--- config.mk ---
export PLATFORM = sky130hd
export DESIGN_NAME = spec_load_table
export DESIGN_NICKNAME = d
export VERILOG_FILES = /design/src/rtl/slt_pkg.sv /design/src/rtl/slt_entries.sv /design/src/rtl/slt_ctrl.sv /design/src/rtl/spec_load_table.sv
export SDC_FILE = /design/constraint.sdc
export NUM_CORES = 2
export LEC_CHECK = 0
export BUFFER_PORTS_ARGS = -buffer_cell sky130_fd_sc_hd__clkbuf_2
export CAP_MARGIN = 25
export CELL_PAD_IN_SITES_DETAIL_PLACEMENT = 1
export CELL_PAD_IN_SITES_GLOBAL_PLACEMENT = 1
export CORE_MARGIN = 4
export CORE_UTILIZATION = 56
export CTS_CLUSTER_SIZE = 20
export DETAILED_ROUTE_END_ITERATION = 10
export GPL_TIMING_DRIVEN = 0
export PLACE_DENSITY = 0.9
export SLEW_MARGIN = 20
export SYNTH_ARGS = -nofsm -noshare
export SYNTH_HDL_FRONTEND = slang
export SYNTH_SLANG_ARGS = --single-unit
--- constraint.sdc ---
create_clock -name clk -period 11 [get_ports clk]
set_input_delay 1.65 -clock clk [delete_from_list [all_inputs] [get_ports clk]]
set_output_delay 1.65 -clock clk [all_outputs]
set_load 0.01 [all_outputs]
--- src/rtl/slt_pkg.sv ---
package slt_pkg;
  localparam int SltIdxW  = 4;
  localparam int SltDepth = 1 << SltIdxW;

  typedef enum logic [1:0] {
    SZ_B1 = 2'd0,
    SZ_B2 = 2'd1,
    SZ_B4 = 2'd2,
    SZ_B8 = 2'd3
  } accSize_e;

  // Strobes from control to the slot storage
  typedef struct packed {
    logic                clearAll;
    logic                allocEn;
    logic [SltIdxW-1:0]  allocIdx;
    logic [SltDepth-1:0] killVec;
  } tblStrobe_t;

  function automatic logic [3:0] sizeBytes(input logic [1:0] code);
    return 4'd1 << code;
  endfunction
endpackage

--- src/rtl/slt_entries.sv ---
module slt_entries
  import slt_pkg::*;
#(
  parameter int REG_W  = 7,
  parameter int ADDR_W = 32,
  parameter int TYPE_W = 2
) (
  input  logic                clk,
  input  logic                rstN,
  input  tblStrobe_t          strobe,
  input  logic [REG_W-1:0]    wrTag,
  input  logic [ADDR_W-1:0]   wrAddr,
  input  logic [TYPE_W-1:0]   wrType,
  input  logic [1:0]          wrSize,
  input  logic [ADDR_W-1:0]   stAddr,
  input  logic [1:0]          stSize,
  input  logic [SltIdxW-1:0]  rdIdx,
  output logic [SltDepth-1:0] ovlVec,
  output logic                rdValid,
  output logic [REG_W-1:0]    rdTag,
  output logic [TYPE_W-1:0]   rdType
);
  localparam int EXT_W = ADDR_W + 1;

  logic [SltDepth-1:0] vld;
  logic [REG_W-1:0]    tagArr  [SltDepth];
  logic [ADDR_W-1:0]   addrArr [SltDepth];
  logic [TYPE_W-1:0]   typeArr [SltDepth];
  logic [1:0]          sizeArr [SltDepth];

  logic [EXT_W-1:0] stLo;
  logic [EXT_W-1:0] stHi;

  assign stLo = {1'b0, stAddr};
  assign stHi = stLo + EXT_W'(sizeBytes(stSize));

  for (genvar g = 0; g < SltDepth; g++) begin : gSlot
    logic [EXT_W-1:0] entLo;
    logic [EXT_W-1:0] entHi;
    logic             wrHere;

    assign entLo     = {1'b0, addrArr[g]};
    assign entHi     = entLo + EXT_W'(sizeBytes(sizeArr[g]));
    assign ovlVec[g] = vld[g] && (stLo < entHi) && (entLo < stHi);
    assign wrHere    = strobe.allocEn && (strobe.allocIdx == SltIdxW'(g));

    always_ff @(posedge clk or negedge rstN) begin
      if (!rstN) begin
        vld[g]     <= 1'b0;
        tagArr[g]  <= '0;
        addrArr[g] <= '0;
        typeArr[g] <= '0;
        sizeArr[g] <= '0;
      end else if (strobe.clearAll) begin
        vld[g] <= 1'b0;
      end else if (wrHere) begin
        vld[g]     <= 1'b1;
        tagArr[g]  <= wrTag;
        addrArr[g] <= wrAddr;
        typeArr[g] <= wrType;
        sizeArr[g] <= wrSize;
      end else if (strobe.killVec[g]) begin
        vld[g] <= 1'b0;
      end
    end
  end

  assign rdValid = vld[rdIdx];
  assign rdTag   = tagArr[rdIdx];
  assign rdType  = typeArr[rdIdx];
endmodule

--- src/rtl/slt_ctrl.sv ---
module slt_ctrl
  import slt_pkg::*;
#(
  parameter int REG_W  = 7,
  parameter int TYPE_W = 2
) (
  input  logic                flushIn,
  input  logic                ldValid,
  input  logic [REG_W-1:0]    ldReg,
  input  logic                stValid,
  input  logic [SltDepth-1:0] ovlVec,
  input  logic                chkValid,
  input  logic [REG_W-1:0]    chkReg,
  input  logic [TYPE_W-1:0]   chkType,
  input  logic                rdValid,
  input  logic [REG_W-1:0]    rdTag,
  input  logic [TYPE_W-1:0]   rdType,
  output tblStrobe_t          strobe,
  output logic [SltIdxW-1:0]  rdIdx,
  output logic                chkHit,
  output logic                chkRecover
);
  logic slotMatch;

  always_comb begin
    strobe.clearAll = flushIn;
    strobe.allocEn  = ldValid;
    strobe.allocIdx = ldReg[SltIdxW-1:0];
    strobe.killVec  = stValid ? ovlVec : '0;
  end

  assign rdIdx      = chkReg[SltIdxW-1:0];
  assign slotMatch  = rdValid && (rdTag == chkReg) && (rdType == chkType);
  assign chkHit     = chkValid && slotMatch;
  assign chkRecover = chkValid && !slotMatch;
endmodule

--- src/rtl/spec_load_table.sv ---
module spec_load_table
  import slt_pkg::*;
#(
  parameter int REG_W  = 7,
  parameter int ADDR_W = 32,
  parameter int TYPE_W = 2
) (
  input  logic              clk,
  input  logic              rstN,
  input  logic              flushIn,
  input  logic              ldValid,
  input  logic [REG_W-1:0]  ldReg,
  input  logic [ADDR_W-1:0] ldAddr,
  input  logic [TYPE_W-1:0] ldType,
  input  logic [1:0]        ldSize,
  input  logic              stValid,
  input  logic [ADDR_W-1:0] stAddr,
  input  logic [1:0]        stSize,
  input  logic              chkValid,
  input  logic [REG_W-1:0]  chkReg,
  input  logic [TYPE_W-1:0] chkType,
  output logic              chkHit,
  output logic              chkRecover
);
  tblStrobe_t          strobe;
  logic [SltDepth-1:0] ovlVec;
  logic [SltIdxW-1:0]  rdIdx;
  logic                rdValid;
  logic [REG_W-1:0]    rdTag;
  logic [TYPE_W-1:0]   rdType;

  slt_ctrl #(.REG_W(REG_W), .TYPE_W(TYPE_W)) uCtrl (
    .flushIn    (flushIn),
    .ldValid    (ldValid),
    .ldReg      (ldReg),
    .stValid    (stValid),
    .ovlVec     (ovlVec),
    .chkValid   (chkValid),
    .chkReg     (chkReg),
    .chkType    (chkType),
    .rdValid    (rdValid),
    .rdTag      (rdTag),
    .rdType     (rdType),
    .strobe     (strobe),
    .rdIdx      (rdIdx),
    .chkHit     (chkHit),
    .chkRecover (chkRecover)
  );

  slt_entries #(.REG_W(REG_W), .ADDR_W(ADDR_W), .TYPE_W(TYPE_W)) uEntries (
    .clk     (clk),
    .rstN    (rstN),
    .strobe  (strobe),
    .wrTag   (ldReg),
    .wrAddr  (ldAddr),
    .wrType  (ldType),
    .wrSize  (ldSize),
    .stAddr  (stAddr),
    .stSize  (stSize),
    .rdIdx   (rdIdx),
    .ovlVec  (ovlVec),
    .rdValid (rdValid),
    .rdTag   (rdTag),
    .rdType  (rdType)
  );
endmodule

==> results.md, run 1 <==
* Clock Path Buffers at 3
* Synth top cells by count: 1060 x ha_1, 704 x dfrtp_1, 622 x mux2_2
* DP HPWL at 181000 µm
* Routability cong. at between 0.9 and 1
* Post-CTS sizing at 0
* I/O Buffers at about 90
* Num CTS Buffers at 85
* Xor/xnor share of the synthesized area at 0.0765
* Die width at about 330 µm
* Mean Syn Cell Area at roughly 10 µm²
* Die extent in y at 333 µm
* Number of top-level pins at between 90 and 100
* Synthesized flop and latch total at ~700
* Mux cell area share after synthesis at 0.131
* Cells after synthesis at ~5.7k
* All-Layer GR Usage at 0.754
* Largest net degree at the start of global routing at 90
* CTS root buffer: clkbuf_16
* Synth Cell Area at 59100 µm²
* Simple-gate share of the synthesized area at 0.135
* Yosys top cell by area: dfrtp_1
* Register area share after synthesis at 0.298
* Post-synth EDFFs at 0
* Grt ovf at 15
* CTS HTree Levels at 3
* Yosys top cell area share at 0.298
* Ys Warns at 0
* Synth unique cells at 72
* Count leader, synth: ha_1
* Num Clock Sinks at about 700
* Initial Utilization at 0.567
* Area contributors post-synth: dfrtp_1 30%, ha_1 22%, mux2_2 12%
* Ys async rst share at 1.00
* Status: aborted with a tool error
* Row cnt at roughly 120
* Compound-cell area share of the yosys netlist at 0.116
* CTS Hold Bufs at 0
* Initial antenna violation count at 94
* Syn Nets at 6911
* Synth Area in Adders at 0.230
* Main synth FF type: dfrtp_1
* Largest family of logic cells by synthesized area: adder cells
* Tool error: [ERROR GRT-0232] Routing congestion too high. Check the congestion heatmap in the GUI.
* Stopped at: 5_1_grt
* Post-CTS setup buffers at 0
## cells by family after synthesis
group | count (synthesis)
flops | 704
buf+inv | 200
mux | 657
fa+ha+maj | 1077
xor+xnor | 516
simple gates | 1527
compound gates | 1061
## layer usage
metal	GRT overflow	track usage
met1	0	0.724
met2	5	0.892
met3	2	0.678
met4	8	0.720
met5	0	0.464
## metrics by stage
step | instances | utilization | TNS, ns | setup WS, ns | instance area [µm²]
after floorplan | 5742 | - | 0 | 5.41 | 59100
after global placement | 7211 | 0.588 | -6199.49 | -8.97 | 61200
after detailed placement | 7260 | 0.600 | 0 | 3.19 | 62500
after CTS | 7417 | 0.628 | 0 | 3.68 | 65400
==> run 2, diff against run 1 <==
--- a/config.mk
+++ b/config.mk
@@ -7,14 +7,11 @@
 export LEC_CHECK = 0
 export BUFFER_PORTS_ARGS = -buffer_cell sky130_fd_sc_hd__clkbuf_2
 export CAP_MARGIN = 25
-export CELL_PAD_IN_SITES_DETAIL_PLACEMENT = 1
-export CELL_PAD_IN_SITES_GLOBAL_PLACEMENT = 1
 export CORE_MARGIN = 4
-export CORE_UTILIZATION = 56
-export CTS_CLUSTER_SIZE = 20
+export CORE_UTILIZATION = 40
 export DETAILED_ROUTE_END_ITERATION = 10
 export GPL_TIMING_DRIVEN = 0
-export PLACE_DENSITY = 0.9
+export PLACE_DENSITY_LB_ADDON = 0.15
 export SLEW_MARGIN = 20
 export SYNTH_ARGS = -nofsm -noshare
 export SYNTH_HDL_FRONTEND = slang
==> run 2 against run 1 <==
  * The flow now finishes without violations
  * Synthesized cell count is the same
  * Area after synthesis is the same
==> results.md, run 2 <==
* CTS HTree Levels at 3
* Worst min-delay path class: flop to flop
* Biggest register: uEntries.addrArr
* Top flop regs: uEntries.addrArr x512, uEntries.tagArr x112
* Post-CTS sizing at 0
* Cells after synthesis at between 5k and 6k
* Max reg flops at ~500
* DP HPWL at 154000 µm
* Period Utilization, post-route at 0.610
* Tmin final at 6.71 ns
* Syn Nets at around 6.9k
* DRC errors left at 0
* Commonest non-fill, non-tap cell in the layout: ha_1
* Clock skew at 0.0215 ns
* Via/cell ratio at 5.79
* Clk_lat worst skew at 0.69 ns
* Row cnt at between 100 and 150
* Arr. time, crit path at about 7.3 ns
* Synth top cells by count: 1060 x ha_1, 704 x dfrtp_1, 622 x mux2_2
* Count leader, synth: ha_1
* Synth-to-layout area growth at 13.0%
* Clock Path Buffers at 3
* Slew HR at 0.232
* CP Capture Type: flop
* Via count at between 40k and 50k
* Synth Cell Area at a little under 60000 µm²
* Status: complete, no violations
* Layout cells sized above 1 at 0.172
* Worst EP required at between 10 and 15 ns
* Drt total wl at 198000 µm
* Clock network fraction of total power at 0.308
* Number of top-level pins at between 90 and 100
* Register area share after synthesis at 0.298
* Synthesized flop and latch total at 704
* Main synth FF type: dfrtp_1
* Num Clock Sinks at around 700
* Post-place setup slack at 3.81 ns
* Sw Ratio at 0.358
* DRT iter0 DRCs at 3613
* Die extent in y at 392 µm
* Post-CTS setup buffers at 0
* Unrepaired setup endpoints after global routing: no
* CTS tree: yes
* Drt wl/cell at approximately 25 µm
* Yosys top cell by area: dfrtp_1
* Worst Hold Slack at around 0.47 ns
* 1st-pass router iterations at 6
* Clk slew on worst S/H paths at 0.06 ns
* Startpoint types: primary input
* Area contributors post-synth: dfrtp_1 30%, ha_1 22%, mux2_2 12%
* Grt ovf at 0
* All-Layer GR Usage at 0.257
* Antenna-violating nets left at 0
* First-pass GRT wire length at 298000 µm
* Comb power frac at 0.336
* Flop pwr share at 0.356
* Worst setup margin at around 4.3 ns
* Crit Path Max Fanout at 18
* Register area at approximately 18000 µm²
* Yosys top cell area share at 0.298
* Largest net degree at the start of global routing at 84
* Worst Tran Pin Value at approximately 1.1 ns
* Fin. Hold Viols at 0
* Leak pwr at approximately 31 nW
* Footprint of the multi-input gates at around 40000 µm²
* Post-synth EDFFs at 0
* Total negative slack at 0 ns
* WS Path Type: primary input to flop
* Number of global-route vias before repair at between 40k and 50k
* Total die area at approximately 150000 µm²
* Die width at 392 µm
* Initial antenna violation count at 5
* Synth unique cells at a little over 70
* Worst vdd ir at between 0.1 and 0.15 mV
* Filler Cells Inserted at 13.7k
* Int Power at roughly 0.0067 W
* Achievable Freq at 149 MHz
* Routability cong. at ~0.89
* Max Slew Vio Count at 0
* Core Region at 146000 µm²
* Setup violators final at 0
* Nets at between 7k and 8k
* Most frequent cells in the layout: 1060 x ha_1, 704 x dfrtp_1, 622 x mux2_2, 335 x a21oi_1, 333 x nand2_1
* CTS root buffer: clkbuf_16
* Num CTS Buffers at just under 90
* Ys async rst share at 1.00
* CTS Hold Bufs at 0
* Psw at approximately 0.0037 W
* Initial Utilization at 0.404
* Mean Syn Cell Area at approximately 10 µm²
* Ys Warns at 0
* Power density over cell area at about 160 nW/µm²
* I/O Buffers at between 80 and 90
* Max Cap Viol at 0
-- run 2: kinds of logic (layout without fill, tap and decap cells) --
kind of cell	count (synthesis)	in the layout	share of synthesized area
xor+xnor	516	516	0.0765
simple gates	1527	1527	0.135
mux	657	657	0.131
flops	704	704	0.298
compound gates	1061	1061	0.116
buf+inv	200	518	0.0135
other cells	0	5	0
fa+ha+maj	1077	1077	0.230
-- run 2: power groups by stage --
stage	logic [W]	clock network, W	registers (W)
4_1_cts	0.00347	0.00327	0.00369
6_report	0.00349	0.00320	0.00370
3_5_place_dp	0.00343	0	0.00373
5_1_grt	0.00397	0.00337	0.00378
3_3_place_gp	0.00328	0	0.00372
2_1_floorplan	0.00250	0	0.00354
-- run 2: critical path: stages --
cell and delay [ns]:
clkbuf_2 0.51, inv_1 0.15, fa_1 0.55, nor2b_1 0.15
o21ai_1 0.22, a2111oi_2 1.02, nand2_1 0.29, xor2_4 0.42
buf_16 0.22, ha_1 0.26, a21o_1 0.18, a21o_1 0.17
a21oi_1 0.45, o2111ai_1 0.20, a21oi_1 0.31, o221ai_1 0.15
a221o_1 0.35
-- run 2: layout make-up --
cell class | count | area share
antenna | 5 | 0.000187
buffer | 137 | 0.00875
clock buffer | 121 | 0.0374
clock inverter | 41 | 0.00922
inverter | 63 | 0.00354
multi-input combinational | 4838 | 0.616
sequential | 704 | 0.264
tap | 1917 | 0.0359
timing repair buffer | 156 | 0.0254
-- run 2: metal layers --
| layer | GRT usage | up-vias | wire, µm |
|---|---|---|---|
| li1 | - | 22003 | - |
| met4 | 0.0928 | 0 | 7750 |
| met5 | 0 | - | 0 |
| met3 | 0.0330 | 229 | 10400 |
| met1 | 0.378 | 22845 | 96200 |
| met2 | 0.384 | 1171 | 84100 |
-- run 2: final timing paths --
check	from	end	slack, ns	cells past startpoint
max	stAddr[1]	uEntries.vld[13]	4.29	17
min	uEntries.tagArr[70]	uEntries.tagArr[70]	0.47	1
max reg2reg	uEntries.sizeArr[15]	uEntries.vld[8]	5.63	16
min reg2reg	uEntries.tagArr[70]	uEntries.tagArr[70]	0.47	1
max in group asynchronous	rstN	uEntries.typeArr[7]	8.69	3
min in group asynchronous	rstN	uEntries.addrArr[2]	0.97	1
-- run 2: through the flow --
step                      power (W)   util  cell area (µm²)  instances
final                        0.0104  0.456            66800       7982
after detailed placement    0.00716  0.435            63600       7814
after floorplan             0.00604      -            59100       5742
after CTS                    0.0104  0.456            66700       7976
after global routing         0.0111  0.456            66700       7977
after global placement      0.00700  0.423            61900       7748
No activity file was read; power rests on OpenSTA's default activity.
